--- src/rtl/fst_pkg.sv ---
package fst_pkg;
  typedef enum logic [1:0] {
    PREC_SGL  = 2'd0,
    PREC_DBL  = 2'd1,
    PREC_WORD = 2'd2,
    PREC_RSV  = 2'd3
  } prec_e;

  localparam int DBL_W       = 64;
  localparam int SGL_W       = 32;
  localparam int DBL_EXP_W   = 11;
  localparam int DBL_FRAC_W  = 52;
  localparam int SGL_FRAC_W  = 23;
  // biased double exponents bounding the single denormal range
  localparam int SGL_NORM_MIN_BEXP = 897;
  localparam int SGL_DEN_MIN_BEXP  = 874;
endpackage

--- src/rtl/fst_ea_gen.sv ---
module fst_ea_gen #(
  parameter int XLEN   = 64,
  parameter int DISP_W = 16,
  parameter int IDX_W  = 5
) (
  input  logic              idx_form_i,
  input  logic              upd_i,
  input  logic [IDX_W-1:0]  ra_sel_i,
  input  logic [XLEN-1:0]   ra_val_i,
  input  logic [XLEN-1:0]   rb_val_i,
  input  logic [DISP_W-1:0] disp_i,
  output logic [XLEN-1:0]   ea_o
);
  localparam int EXT_W = XLEN - DISP_W;

  logic [XLEN-1:0] base;
  logic [XLEN-1:0] offs;

  always_comb begin
    base = (!upd_i && ra_sel_i == '0) ? '0 : ra_val_i;
    offs = idx_form_i ? rb_val_i : {{EXT_W{disp_i[DISP_W-1]}}, disp_i};
    ea_o = base + offs;
  end
endmodule

--- src/rtl/fst_sp_pack.sv ---
module fst_sp_pack
  import fst_pkg::*;
(
  input  logic [DBL_W-1:29]  dbl_hi_i,
  output logic [SGL_W-1:0]   sgl_o
);
  localparam int SH_W = $clog2(SGL_FRAC_W + 1);

  logic [DBL_EXP_W-1:0]  bexp;
  logic                  den_rng;
  logic [SH_W-1:0]       shamt;
  logic [SGL_FRAC_W-1:0] den_frac;

  always_comb begin
    bexp    = dbl_hi_i[DBL_W-2 -: DBL_EXP_W];
    den_rng = (bexp >= DBL_EXP_W'(SGL_DEN_MIN_BEXP)) &&
              (bexp <  DBL_EXP_W'(SGL_NORM_MIN_BEXP));
    shamt   = SH_W'(DBL_EXP_W'(SGL_NORM_MIN_BEXP) - bexp);
    // implicit one restored, low fraction bits fall off (truncation)
    den_frac = SGL_FRAC_W'({1'b1, dbl_hi_i[DBL_FRAC_W-1:29]} >> shamt);
    if (den_rng)
      sgl_o = {dbl_hi_i[DBL_W-1], 8'h00, den_frac};
    else
      sgl_o = {dbl_hi_i[DBL_W-1 -: 2], dbl_hi_i[DBL_W-6:29]};
  end
endmodule

--- src/rtl/fst_data_fmt.sv ---
module fst_data_fmt
  import fst_pkg::*;
#(
  parameter int BYTES_W = 4
) (
  input  logic [1:0]         prec_i,
  input  logic [DBL_W-1:0]   frs_i,
  output logic [DBL_W-1:0]   data_o,
  output logic [BYTES_W-1:0] bytes_o
);
  logic [SGL_W-1:0] sgl;

  fst_sp_pack u_sp_pack (
    .dbl_hi_i (frs_i[DBL_W-1:29]),
    .sgl_o    (sgl)
  );

  always_comb begin
    unique case (prec_e'(prec_i))
      PREC_SGL: begin
        data_o  = {{(DBL_W-SGL_W){1'b0}}, sgl};
        bytes_o = BYTES_W'(SGL_W / 8);
      end
      PREC_WORD: begin
        data_o  = {{(DBL_W-SGL_W){1'b0}}, frs_i[SGL_W-1:0]};
        bytes_o = BYTES_W'(SGL_W / 8);
      end
      default: begin
        data_o  = frs_i;
        bytes_o = BYTES_W'(DBL_W / 8);
      end
    endcase
  end
endmodule

--- src/rtl/fst_store_unit.sv ---
module fst_store_unit
  import fst_pkg::*;
#(
  parameter int XLEN   = 64,
  parameter int DISP_W = 16,
  parameter int IDX_W  = 5
) (
  input  logic              clk_i,
  input  logic              rst_ni,
  input  logic              vld_i,
  input  logic [1:0]        prec_i,
  input  logic              idx_form_i,
  input  logic              upd_i,
  input  logic [IDX_W-1:0]  ra_sel_i,
  input  logic [XLEN-1:0]   ra_val_i,
  input  logic [XLEN-1:0]   rb_val_i,
  input  logic [63:0]       frs_i,
  input  logic [DISP_W-1:0] disp_i,
  output logic              req_vld_o,
  output logic [XLEN-1:0]   req_addr_o,
  output logic [3:0]        req_bytes_o,
  output logic [63:0]       req_data_o,
  output logic              wb_vld_o,
  output logic [IDX_W-1:0]  wb_sel_o,
  output logic [XLEN-1:0]   wb_data_o,
  output logic              bad_form_o
);
  localparam int BYTES_W = 4;

  logic             is_word;
  logic             eff_idx;
  logic             eff_upd;
  logic             ra_zero;
  logic [XLEN-1:0]  ea;
  logic [63:0]      st_data;
  logic [BYTES_W-1:0] st_bytes;

  always_comb begin
    is_word = (prec_e'(prec_i) == PREC_WORD);
    eff_idx = idx_form_i | is_word;
    eff_upd = upd_i & ~is_word;
    ra_zero = (ra_sel_i == '0);
  end

  fst_ea_gen #(
    .XLEN   (XLEN),
    .DISP_W (DISP_W),
    .IDX_W  (IDX_W)
  ) u_ea_gen (
    .idx_form_i (eff_idx),
    .upd_i      (eff_upd),
    .ra_sel_i   (ra_sel_i),
    .ra_val_i   (ra_val_i),
    .rb_val_i   (rb_val_i),
    .disp_i     (disp_i),
    .ea_o       (ea)
  );

  fst_data_fmt #(
    .BYTES_W (BYTES_W)
  ) u_data_fmt (
    .prec_i  (prec_i),
    .frs_i   (frs_i),
    .data_o  (st_data),
    .bytes_o (st_bytes)
  );

  always_ff @(posedge clk_i or negedge rst_ni) begin
    if (!rst_ni) begin
      req_vld_o  <= 1'b0;
      wb_vld_o   <= 1'b0;
      bad_form_o <= 1'b0;
    end else begin
      req_vld_o  <= vld_i;
      wb_vld_o   <= vld_i & eff_upd & ~ra_zero;
      bad_form_o <= vld_i & eff_upd & ra_zero;
    end
  end

  always_ff @(posedge clk_i or negedge rst_ni) begin
    if (!rst_ni) begin
      req_addr_o  <= '0;
      req_bytes_o <= '0;
      req_data_o  <= '0;
      wb_sel_o    <= '0;
      wb_data_o   <= '0;
    end else if (vld_i) begin
      req_addr_o  <= ea;
      req_bytes_o <= st_bytes;
      req_data_o  <= st_data;
      wb_sel_o    <= ra_sel_i;
      wb_data_o   <= ea;
    end
  end
endmodule

--- config.mk ---
export PLATFORM = sky130hd
export DESIGN_NAME = fst_store_unit
export DESIGN_NICKNAME = d
export VERILOG_FILES = /design/src/rtl/fst_pkg.sv /design/src/rtl/fst_ea_gen.sv /design/src/rtl/fst_sp_pack.sv /design/src/rtl/fst_data_fmt.sv /design/src/rtl/fst_store_unit.sv
export SDC_FILE = /design/constraint.sdc
export NUM_CORES = 1
export LEC_CHECK = 0
export BUFFER_PORTS_ARGS = -buffer_cell sky130_fd_sc_hd__buf_2
export CAP_MARGIN = 20
export CORE_ASPECT_RATIO = 1.4
export CORE_MARGIN = 3
export CORE_UTILIZATION = 27
export CTS_BUF_LIST = sky130_fd_sc_hd__clkbuf_16
export DETAILED_ROUTE_END_ITERATION = 6
export PLACE_DENSITY = 0.59
export SKIP_CTS_REPAIR_TIMING = 1
export SLEW_MARGIN = 0
export SYNTH_ARGS = -nofsm -noshare
export SYNTH_HDL_FRONTEND = slang
export SYNTH_SLANG_ARGS = --single-unit
--- constraint.sdc ---
create_clock -name clk_i -period 2.15 [get_ports clk_i]
set_input_delay 0.5375 -clock clk_i [delete_from_list [all_inputs] [get_ports clk_i]]
set_output_delay 0.5375 -clock clk_i [all_outputs]
set_load 0.01 [all_outputs]
==> metrics <==
Routed Antenna Nets=0; final cell count without fillers=2687; CORE AREA=44300 sq um; Final Hold Viols=0; final setup margin=-1.48 ns; Post-DP Area=17500 sq um; routed wire length=53.2 mm; global router's overall resource usage=21.1%; Initial DRC Count=616; number of fillers in the final layout=4316; io pins=424; CP Capture Type=flip-flop; Sequential Power Share=27.4%; gr ovfl total=0; RSZ-0062 raised after global routing=yes; grt met2 use=39.9%; H-tree depth=4; Area Growth Syn to Fin=55.9%; DP Cell Count=2624; Port Buffer Count=421; YS warnings=0; antenna violations before repair=3; post-DR vias/cell=5.02; Highest Clock Rate=276 MHz; cell family with most CP delay=simple AND/OR/NAND/NOR gates; Req. time, crit path=2.54 ns; worst-path fanout max=5; largest net degree at the start of global routing=97; full die area=47800 sq um; Setup CP Type=input pin to flip-flop; register area share after synthesis=28.3%; number of global-route vias before repair=13800; clock sink count=138; synthesized instance count=1448; Slew Viols, Final=0; failing checks=negative setup slack; CP arrival=4.02 ns; worst path cell trace=buf_6, nand2b_4, nand2b_4, buf_4, mux2_4, ha_4, buf_4, buf_4, nand2_1, o21ai_0, and2_4, o21ai_2, a2111oi_4, buf_4, o211ai_1, and2_4, or4_1, nand3_1; row cnt=91; design area=19000 sq um; Initial Utilization=27.5%; WL/cell=19.8 um; commonest non-fill, non-tap cell in the layout=buf_2; final setup violating endpoints=67; Slew HR=61.7%; Logic pwr share=47.9%; busiest grt layer=met2; period utilization=169%; Setup crit start=prec_i[0]; Final min period=3.63 ns; Top FF cell, synth=dfrtp_1; syn avg cell area=8.42 sq um; CP max stage cell=or4_1; critical register-to-register path startpoint=req_addr_o[63]; switching share of power=38.1%; Synth area leaders=dfrtp_1 (28%), ha_1 (6.7%), mux2_2 (6.5%); status=finished with violations; Final nets=2401; Clock Tree Buf Depth=2; Sum Neg Setup Slack=-64.05 ns; GR Layer Usage met3=3.70%; Max Cap Violations=0; hold_sp=ra_sel_i[3]; GR Layer Usage met1=22.9%; first-pass GRT wire length=77.7 mm; Post-synth EDFFs=0; Pre-antenna DRT Iters=5; CTS tree=yes; post-synth top area cell=dfrtp_1; # DRC=0; die height=257 um; Num CTS Buffers=17; Synth async-reset ratio=100%; PD cells=680 nW/um^2; post-synth top area share=28.3%; clk_skew=0 ns; Hold Path Class=input pin to flip-flop; max incr delay on CP=0.47 ns; most frequent cells in the layout=buf_2 (414), buf_4 (351), dfrtp_1 (138); maximum VDD drop=0.000519 V; clk_lat worst skew=0.46 ns; switching power=4.92 mW; share of post-route cells with drive strength above 1=50.2%; Leak Pwr=9.41 nW; post-DP HPWL=42.9 mm; #FFs+latches synth=138; crit path buf inv count=5; clk slew on worst S/H paths=0.07 ns; Mapped Area=12200 sq um; Root Buffer=clkbuf_16; GPL Wtd Cong=0.914; Clk pwr share=24.7%; Min Hold Slack=0.325 ns; Tightest Pin Transition=0.573 ns; fin util=42.9%; internal power=8.00 mW; crit-path most repeated cell=buf_4; via count=13500; Yosys cell types=73; startpoint types=input pin; Die X=186 um
## registers in the layout, indices dropped and copies added (netlist names)
name / cells
req_addr_o: 64
req_bytes_o: 2
req_vld_o: 1
req_data_o: 64
wb_vld_o: 1
bad_form_o: 1
wb_sel_o: 5
## cells in the mapped netlist (65+ instances only)
library cell and n:
clkbuf_1 82, mux2_2 70, a21oi_1 91, nand2_1 98
dfrtp_1 138, nor2_1 92, o21ai_0 97, buf_4 66
nand3_1 69, nor2b_1 72, ha_1 65, a21o_1 96
## final cells by class
cell class / instances / area, sq um / share of cell area (%)
antenna: 1 / 2.50 / 0.0132
sequential: 138 / 3450 / 18.2
clock buffer: 17 / 425 / 2.24
timing repair buffer: 809 / 5400 / 28.4
clock inverter: 15 / 176 / 0.928
multi-input combinational: 1085 / 8620 / 45.3
inverter: 64 / 245 / 1.29
tap: 558 / 698 / 3.67
## per-stage QoR
step | power, mW | setup WS (ns)
4_1_cts | 12.7 | -1.64
5_1_grt | 13.6 | -1.54
6_report | 12.9 | -1.48
3_3_place_gp | 9.35 | -2.10
2_1_floorplan | 6.90 | -1.69
3_5_place_dp | 9.40 | -2.12
## kinds of logic after synthesis
family                     count (synthesis)  synth area share (%)
and+or+nand+nor                          426                  17.2
xor gates and xnor gates                  47                  3.38
AOI/OAI and AO/OA                        439                  24.1
adders and majority gates                 66                  6.83
DFF                                      138                  28.3
muxes                                    104                  11.1
other                                      1                0.0308
buffers and inverters                    227                  9.04
## layer usage
layer  up-vias  routed length [um]
li1       6502                   -
met1      6435               20200
met2       443               28300
met3       108                2560
met4         4                2140
met5         -                  18
## worst paths after layout
kind	cells past startpoint	slack, ns	to
setup / recovery	18	-1.48	req_addr_o[48]
hold / removal	2	0.32	wb_sel_o[3]
setup reg to reg	4	1.20	req_addr_o[63]
hold reg to reg	2	0.50	req_bytes_o[2]
max in group asynchronous	3	0.96	req_addr_o[46]
min in group asynchronous	2	0.54	req_addr_o[29]
## power by group through the flow
stage | combinational (mW) | sequential [mW] | clock [mW]
after floorplan | 3.21 | 3.69 | 0
after global routing | 6.68 | 3.61 | 3.35
after detailed placement | 5.80 | 3.60 | 0
after global placement | 5.78 | 3.57 | 0
final | 6.19 | 3.54 | 3.19
after CTS | 5.83 | 3.55 | 3.28
No activity file was read; power rests on OpenSTA's default activity.
